--- config.mk ---
export PLATFORM = sky130hd
export DESIGN_NAME = wdt_lock_top
export DESIGN_NICKNAME = d
export VERILOG_FILES = /design/src/rtl/wdt_pkg.sv /design/src/rtl/wdt_down_stage.sv /design/src/rtl/wdt_ctrl_reg.sv /design/src/rtl/wdt_pulse_gen.sv /design/src/rtl/wdt_lock_top.sv
export SDC_FILE = /design/constraint.sdc
export NUM_CORES = 1
export LEC_CHECK = 0
export ABC_AREA = 1
export ABC_CLOCK_PERIOD_IN_PS = 4460
export BUFFER_PORTS_ARGS = -buffer_cell sky130_fd_sc_hd__buf_2
export CORE_ASPECT_RATIO = 0.7
export CORE_MARGIN = 2
export CORE_UTILIZATION = 40
export CTS_BUF_LIST = sky130_fd_sc_hd__clkbuf_4 sky130_fd_sc_hd__clkbuf_8 sky130_fd_sc_hd__clkbuf_16
export CTS_CLUSTER_DIAMETER = 80
export DETAILED_ROUTE_END_ITERATION = 16
export GPL_ROUTABILITY_DRIVEN = 0
export HOLD_SLACK_MARGIN = 0.15
export PLACE_DENSITY = 0.71
export SYNTH_ARGS = -nofsm -noshare
export SYNTH_HDL_FRONTEND = slang
export SYNTH_SLANG_ARGS = --single-unit
--- constraint.sdc ---
create_clock -name clk -period 4.46 [get_ports clk]
set_input_delay 0.669 -clock clk [delete_from_list [all_inputs] [get_ports clk]]
set_output_delay 0.669 -clock clk [all_outputs]
set_load 0.005 [all_outputs]
--- src/rtl/wdt_pkg.sv ---
package wdt_pkg;

   // Count source of the high stage.
   typedef enum logic {
      SRC_CASCADE = 1'b0,
      SRC_DIRECT  = 1'b1
   } wdt_src_e;

   // Cause of a reset request.
   typedef struct packed {
      logic underflow;
      logic locked_stop;
   } wdt_cause_t;

endpackage

--- src/rtl/wdt_down_stage.sv ---
module wdt_down_stage #(
   parameter int W = 8
) (
   input  logic         clk,
   input  logic         rst_n,
   input  logic         clr,
   input  logic         load,
   input  logic         dec,
   output logic [W-1:0] cnt,
   output logic         zero
);

   if (W < 1) begin : g_bad_w
      $error("wdt_down_stage: W must be at least 1");
   end

   always_ff @(posedge clk or negedge rst_n) begin
      if (!rst_n)           cnt <= '1;
      else if (clr || load) cnt <= '1;
      else if (dec)         cnt <= cnt - 1'b1;
   end

   assign zero = (cnt == '0);

   // A borrow out of this stage wraps it back to all ones.
   assert_stage_wrap_R4: assert property (@(posedge clk) disable iff (!rst_n)
      (dec && zero && !clr && !load) |=> (cnt == '1));

   // A plain step lowers the value by exactly one.
   assert_stage_step_R5: assert property (@(posedge clk) disable iff (!rst_n)
      (dec && !zero && !clr && !load) |=> (cnt == $past(cnt) - 1'b1));

endmodule

--- src/rtl/wdt_ctrl_reg.sv ---
module wdt_ctrl_reg
   import wdt_pkg::*;
(
   input  logic     clk,
   input  logic     rst_n,
   input  logic     clr,
   input  logic     wr,
   input  logic     wr_lock,
   input  logic     wr_src,
   output logic     armed,
   output logic     lock,
   output wdt_src_e src
);

   always_ff @(posedge clk or negedge rst_n) begin
      if (!rst_n) begin
         armed <= 1'b0;
         lock  <= 1'b0;
         src   <= SRC_CASCADE;
      end else if (clr) begin
         armed <= 1'b0;
         lock  <= 1'b0;
         src   <= SRC_CASCADE;
      end else if (wr) begin
         armed <= 1'b1;
         lock  <= lock | wr_lock;
         src   <= wr_src ? SRC_DIRECT : SRC_CASCADE;
      end
   end

   // The lock bit never falls except through a clear.
   assert_lock_sticky_R7: assert property (@(posedge clk) disable iff (!rst_n)
      (lock && !clr) |=> lock);

   // Once running, the timer stays running until a clear.
   assert_armed_hold_R3: assert property (@(posedge clk) disable iff (!rst_n)
      (armed && !clr) |=> armed);

endmodule

--- src/rtl/wdt_pulse_gen.sv ---
module wdt_pulse_gen #(
   parameter int PULSE_LEN = 4
) (
   input  logic clk,
   input  logic rst_n,
   input  logic fire,
   output logic pulse
);

   if (PULSE_LEN < 1) begin : g_bad_len
      $error("wdt_pulse_gen: PULSE_LEN must be at least 1");
   end

   if (PULSE_LEN == 1) begin : g_single
      always_ff @(posedge clk or negedge rst_n) begin
         if (!rst_n) pulse <= 1'b0;
         else        pulse <= fire && !pulse;
      end
   end else begin : g_stretch
      localparam int CW = $clog2(PULSE_LEN + 1);
      logic [CW-1:0] left;
      always_ff @(posedge clk or negedge rst_n) begin
         if (!rst_n)              left <= '0;
         else if (left != '0)     left <= left - 1'b1;
         else if (fire)           left <= CW'(PULSE_LEN);
      end
      assign pulse = (left != '0);

      // The remaining length never exceeds the configured length.
      assert_pulse_bound_R9: assert property (@(posedge clk) disable iff (!rst_n)
         left <= CW'(PULSE_LEN));
   end

   // A fire request with the pulse idle always starts a pulse.
   assert_pulse_start_R9: assert property (@(posedge clk) disable iff (!rst_n)
      (fire && !pulse) |=> pulse);

endmodule

--- src/rtl/wdt_lock_top.sv ---
module wdt_lock_top
   import wdt_pkg::*;
#(
   parameter int LO_W      = 8,
   parameter int HI_W      = 6,
   parameter int DATA_W    = 8,
   parameter int PULSE_LEN = 4
) (
   input  logic              clk,
   input  logic              rst_n,
   input  logic              cnt_en,
   input  logic              stop_exec,
   input  logic              reg_we,
   input  logic [DATA_W-1:0] reg_wdata,
   output logic [DATA_W-1:0] reg_rdata,
   output logic              rst_req
);

   localparam int LOCK_POS = HI_W;
   localparam int SRC_POS  = HI_W + 1;

   if (SRC_POS >= DATA_W) begin : g_bad_map
      $error("wdt_lock_top: HI_W + 2 must not exceed DATA_W");
   end
   if (LO_W < 1 || HI_W < 1) begin : g_bad_stage
      $error("wdt_lock_top: stage widths must be positive");
   end

   logic            armed, lock;
   wdt_src_e        src;
   logic [LO_W-1:0] lo_cnt;
   logic [HI_W-1:0] hi_cnt;
   logic            lo_zero, hi_zero;
   logic            busy, clr, wr_ok, tick, step_lo, step_hi;
   wdt_cause_t      cause;

   assign busy    = rst_req;
   assign tick    = armed && cnt_en && !reg_we && !busy;
   assign step_lo = tick && (src == SRC_CASCADE);
   assign step_hi = tick && ((src == SRC_DIRECT) || lo_zero);

   assign cause.underflow   = step_hi && hi_zero;
   assign cause.locked_stop = stop_exec && lock && !busy;

   assign clr   = cause.underflow || cause.locked_stop || busy;
   assign wr_ok = reg_we && !clr;

   logic unused_wdata;
   assign unused_wdata = ^reg_wdata[HI_W-1:0];

   wdt_ctrl_reg u_ctrl (
      .clk     (clk),
      .rst_n   (rst_n),
      .clr     (clr),
      .wr      (wr_ok),
      .wr_lock (reg_wdata[LOCK_POS]),
      .wr_src  (reg_wdata[SRC_POS]),
      .armed   (armed),
      .lock    (lock),
      .src     (src)
   );

   wdt_down_stage #(.W(LO_W)) u_lo (
      .clk   (clk),
      .rst_n (rst_n),
      .clr   (clr),
      .load  (wr_ok),
      .dec   (step_lo),
      .cnt   (lo_cnt),
      .zero  (lo_zero)
   );

   wdt_down_stage #(.W(HI_W)) u_hi (
      .clk   (clk),
      .rst_n (rst_n),
      .clr   (clr),
      .load  (wr_ok),
      .dec   (step_hi),
      .cnt   (hi_cnt),
      .zero  (hi_zero)
   );

   wdt_pulse_gen #(.PULSE_LEN(PULSE_LEN)) u_pulse (
      .clk   (clk),
      .rst_n (rst_n),
      .fire  (|cause),
      .pulse (rst_req)
   );

   always_comb begin
      reg_rdata           = '0;
      reg_rdata[HI_W-1:0] = hi_cnt;
      reg_rdata[LOCK_POS] = lock;
      reg_rdata[SRC_POS]  = (src == SRC_DIRECT);
   end

   // Idle timer: enables do not move the counter.
   assert_idle_hold_R2: assert property (@(posedge clk) disable iff (!rst_n)
      (!armed && !reg_we && !busy) |=> ($stable(hi_cnt) && $stable(lo_cnt)));

   // An accepted write reloads all ones and arms the timer.
   assert_write_reload_R10: assert property (@(posedge clk) disable iff (!rst_n)
      (reg_we && !busy && !cause.locked_stop) |=> (armed && hi_cnt == '1 && lo_cnt == '1));

   // Direct mode leaves the low stage untouched.
   assert_direct_lo_hold_R5: assert property (@(posedge clk) disable iff (!rst_n)
      (armed && src == SRC_DIRECT && !reg_we && !clr) |=> $stable(lo_cnt));

   // A locked stop request always produces a reset pulse.
   assert_locked_stop_R8: assert property (@(posedge clk) disable iff (!rst_n)
      (stop_exec && lock) |=> rst_req);

   // During the pulse every register is in its reset state.
   assert_pulse_clears_R9: assert property (@(posedge clk) disable iff (!rst_n)
      rst_req |-> (!armed && !lock && src == SRC_CASCADE && hi_cnt == '1 && lo_cnt == '1));

endmodule

**Word-level counts from Yosys, hierarchy flattened**

Index checks and enable logic that the tools add are counted.
Widths: inputs -> output; s select.

- Add/sub/neg operators: 3
- Mux-type cells: 13
- Bitwise logic cells: 2
- Reduce and logical (&&, ||, !) cells: 24

Operator list:

| kind | count |
|---|---|
| $mux 8 | 2 |
| $mux 6 | 2 |
| $logic_and 1x1->1 | 9 |
| $logic_not 8->1 | 1 |
| $reduce_bool 2->1 | 4 |
| $sub 8x1->8 const B | 1 |
| $mux 1 | 7 |
| $logic_not 6->1 | 1 |
| $mux 3 | 2 |
| $sub 6x1->6 const B | 1 |
| $logic_or 1x1->1 | 4 |
| $logic_not 1->1 | 3 |
| $reduce_bool 3->1 | 1 |
| $sub 3x1->3 const B | 1 |
| $reduce_or 2->1 | 1 |
| $not 1->1 | 1 |
| $or 1x1->1 | 1 |

- Bits in registers: 20
- Bits of input ports: 13
- Output and inout port bits: 9

**Longest topological paths before layout**

- Depth after elaboration: 11
- Depth in mapped cells: 9
- Mapped depth without buffers: 9

**Cells and area by module**

A second synthesis with hierarchy kept.

- Cell total of the unflattened synthesis: 140
- Area, all modules: 1136.1 µm²

By module, submodules not included:

| module | instances | cells an instance | area each (µm²) | seq. area each (µm²) |
|---|---|---|---|---|
| wdt_down_stage at u_lo | 1 | 49 | 431.7 | 210.2 |
| wdt_down_stage at u_hi | 1 | 41 | 330.3 | 157.7 |
| wdt_pulse_gen | 1 | 19 | 157.7 | 75.1 |
| wdt_ctrl_reg | 1 | 13 | 118.9 | 75.1 |
| wdt_lock_top | 1 | 18 | 97.6 | 0.0 |

**Worst setup path after synthesis**

Ideal clock, no wire load.

- Path type: input port to flip-flop
- Start: input reg_we
- End: register u_lo.cnt[4]
- Setup time: 0.084 ns
- Arrival: 1.455 ns
- Required time: 4.376 ns
- Path slack: 2.922 ns
- Cell stages on the path: 8
- Path buffers: 0
- Cell sequence: inv_1 > nand3_2 > nor2_8 > nand2_4 > nor2_2 > nand2_1 > o21ai_1 > nand3_2

- Word-level cells in the longest chain between the ends: 11
- Elaborated cells between the ends (all ways): 13

RTL lines:

| element | line | text |
|---|---|---|
| from (decl) | wdt_lock_top.sv:13 | `input logic reg_we,` |
| $logic_not 1->1 | wdt_lock_top.sv:38 | `assign tick = armed && cnt_en && !reg_we && !busy;` |
| $logic_and 1x1->1 (2 in a row) | wdt_lock_top.sv:38 |  |
| $logic_and 1x1->1 | wdt_lock_top.sv:40 | `assign step_hi = tick && ((src == SRC_DIRECT) \|\| lo_zero);` |
| $logic_and 1x1->1 | wdt_lock_top.sv:42 | `assign cause.underflow = step_hi && hi_zero;` |
| $logic_or 1x1->1 (2 in a row) | wdt_lock_top.sv:45 | `assign clr = cause.underflow \|\| cause.locked_stop \|\| busy;` |
| $logic_not 1->1 | wdt_lock_top.sv:46 | `assign wr_ok = reg_we && !clr;` |
| $logic_and 1x1->1 | wdt_lock_top.sv:46 |  |
| $logic_or 1x1->1 | wdt_down_stage.sv:19 | `else if (clr \|\| load) cnt <= '1;` |
| $mux 8 / $reduce_bool 2->1 (equally long branches) | n/a |  |
| to (signal assigned) | wdt_down_stage.sv:20 | `else if (dec) cnt <= cnt - 1'b1;` |
| to (decl) | wdt_down_stage.sv:9 | `output logic [W-1:0] cnt,` |

Several ways; a longest one is shown, not always the timed one.
A chain may end at the register's enable or synchronous reset.

**Worst setup path in the final report**

- Start: register u_lo.cnt[0]
- End: register u_lo.cnt[7]

- Word-level cells in the longest chain between the ends: 10
- Elaborated cells between the ends (all ways): 13

RTL lines:

| element |
|---|
| branches (longest 10 deep; another with $sub 8x1->8) |

Parallel ways; which one is timed is not known. The select of a mux whose other input is x is not followed.

==> flow_summary.yaml <==
finish:
  fin_nets: 165
  antennaDiodeCount: 0
  syn_to_final_growth_pct: 12.2
  instances_no_fill: 183
  drive_gt1_share_pct: 38.1
  design_area_mm2: 0.00131
timing:
  clock.fmax_mhz: 569
  min_period_over_period_pct: 39.4
  post-route-min-period_ns: 1.76
  finalMaxSlewViolations: 0
  finalHoldViolCount: 0
  setup_viol: 0
  clock_skew_ns: 0.00210
  rsz0062_at_grt: "false"
  setup-tns-final_ns: 0
  relSlewSlack_pct: 70.3
  tightestPinTransition_ns: 0.445
synthesis:
  synth_area_leaders: "dfstp_2 32%, dfrtp_1 13%, nand2_1 9.0%, nand3_2 6.9%, inv_1 5.5%"
  async_flop_share_pct: 100
  ys.flop_type: "dfstp_2"
  ys_seq_elements: 20
  postSynthAreaPerCell_um2: 8.90
  ys_seq_area_share_pct: 44.4
  syn_nets: 148
  synthCells: 131
  ys_types: 26
  syn_area_mm2: 0.00117
  synth_warnings: 0
  yosysTopAreaCell: "dfstp_2"
  synth_top_area_share_pct: 31.5
  synth_common_cells: "28 x nand2_1, 17 x inv_1, 14 x dfstp_2, 14 x nor2_1, 9 x nand3_1"
  synthMostInstantiatedCell: "nand2_1"
  synth_edf_count: 0
grt:
  grt_max_degree: 21
  antenna_found_initial: 0
  grt_use_total_pct: 14.5
  grt_overflow: 0
  grt_pass1_wl_um: 3660
  grt_pass1_vias: 839
die:
  ios: 22
  die_h_um: 49.2
  rows: 16
  die_x_um: 68.5
  initial_core_util_pct: 41.9
  fp.dieArea_mm2: 0.00337
  core_mm2: 0.00278
run_status:
  outcome: "finished, final reports clean"
routing:
  viasPerCell: 4.87
  drc: 0
  routedWlPerCell_um: 11.5
  antenna_left: 0
  routed-via-count: 892
  dr.pass1.iters: 4
  finalWirelength_um: 2110
  drtIter0Drc: 26
setup_path:
  cp_num_buf_inv: 1
  worstPathMaxFanout: 15
  cp_data_required_time_ns: 4.63
  crit_chain: "inv_1 -> ha_1 -> nand2_1 -> o21ai_2 -> nand3_2 -> nand2_2 -> nor2_4 -> nand3_1"
  cp_slowest_cell: "dfstp_2"
  worstSetupPathType: "flop to flop"
  worstPathArrival_ns: 1.93
  startpoint_type: "flop"
  end_kind: "flop"
  crit_family: "simple AND/OR/NAND/NOR gates"
  cp_slowest_stage_delay_ns: 0.55
cts:
  cts_resized: 0
  clock-sinks: 20
  clock_path_buffers: 2
  cts_tree: "yes"
  clkLatencyLatePin_ns: 0.26
  cts_buffers: 3
  clockRootBuffer: "clkbuf_8"
  postCtsSetupBuffers: 0
  h-tree-depth: 1
  path_clk_slew_ns: 0.07
  cts_hold_buf: 0
place:
  dp.cells: 179
  hpwl_um: 1620
  placed_area_mm2: 0.00126
  io_buffers: 15
power:
  ir_drop_v: 0.000164
  p_leak_uw: 0.000626
  power_density_mw_per_mm2: 362
run:
  drv_cap: 0
worst_hold_path:
  hold_path_class: "primary input to asynchronous set/reset pin"
logic make-up after synthesis:
kind of cell,count (synthesis),synth area share (%)
compound gates,8,4.08
xor+xnor,3,2.25
fa+ha+maj,4,4.29
buf+inv,20,7.72
flops,20,44.4
mux,1,0.966
simple gates,75,36.3
report_power, final:
| part | internal (uW) | switching [uW] | total (uW) |
|---|---|---|---|
| registers | 203 | 20.8 | 224 |
| clock network | 69.6 | 57.1 | 127 |
| logic | 38.4 | 84.3 | 123 |
path summary, 6_finish.rpt:
kind | slack [ns] | end | cells past startpoint | start
setup / recovery | 2.70 | u_lo.cnt[7]$_DFFE_PN1P_ | 8 | u_lo.cnt[0]$_DFFE_PN1P_
hold / removal | 0.35 | u_pulse.g_stretch.left[2]$_DFFE_PN0P_ | 1 | rst_n
setup reg to reg | 2.70 | u_lo.cnt[7]$_DFFE_PN1P_ | 8 | u_lo.cnt[0]$_DFFE_PN1P_
hold reg to reg | 0.50 | u_lo.cnt[7]$_DFFE_PN1P_ | 2 | u_lo.cnt[7]$_DFFE_PN1P_
max in group asynchronous | 3.77 | u_hi.cnt[2]$_DFFE_PN1P_ | 1 | rst_n
min in group clk | 0.50 | u_lo.cnt[7]$_DFFE_PN1P_ | 2 | u_lo.cnt[7]$_DFFE_PN1P_
placed cells by master, fill, tap and decap left out, drive strengths merged:
cell	instances
o21ai	6
nor3	4
dfrtp	6
xor2	3
ha	4
clkbuf	4
nand3b	1
buf	15
dfstp	14
a21oi	2
nand4	1
inv	17
mux2	1
nor2	20
nand2	32
nand3	17
per-stage QoR:
stage                     hold WS (ns)  setup slack [ns]  total power (uW)  util [%]
final                            0.350              2.70               473      47.0
after global routing             0.367              2.52               503      47.0
after CTS                        0.358              2.68               482      47.0
after detailed placement         0.488              2.65               350      45.3
after global placement           0.467              2.67               343      45.3
after floorplan                  0.373              2.92               325         -
cell type report:
class	count	area, um2
tap	36	45.0
fill	262	1470
timing repair buffer	15	75.1
clock buffer	4	48.8
sequential	20	518
multi-input combinational	91	558
inverter	17	63.8
worst reg2reg max path: cells and delay by family, from the launching register on:
family | cells | cell delay (ns)
buffers and inverters | 1 | 0.07
AO/OA/AOI/OAI | 1 | 0.10
flip-flops | 1 | 0.55
AND/OR/NAND/NOR | 5 | 0.77
adder cells (fa/ha/maj) | 1 | 0.20
sequential cells by signal, summed over array words and instances (netlist names):
signal and cells:
u_hi.cnt 6, u_lo.cnt 8, u_pulse.g_stretch.left 3, u_ctrl.armed 1, u_ctrl.src 1, u_ctrl.lock 1
metal layers:
| metal | GRT usage [%] | wire length (um) | up-vias |
|---|---|---|---|
| li1 | - | - | 446 |
| met1 | 17.5 | 943 | 426 |
| met2 | 23.7 | 1030 | 16 |
| met3 | 4.16 | 94 | 4 |
| met4 | 6.00 | 38 | 0 |
| met5 | 0 | 0 | - |
Note: power is estimated with default switching activity, not from simulation.
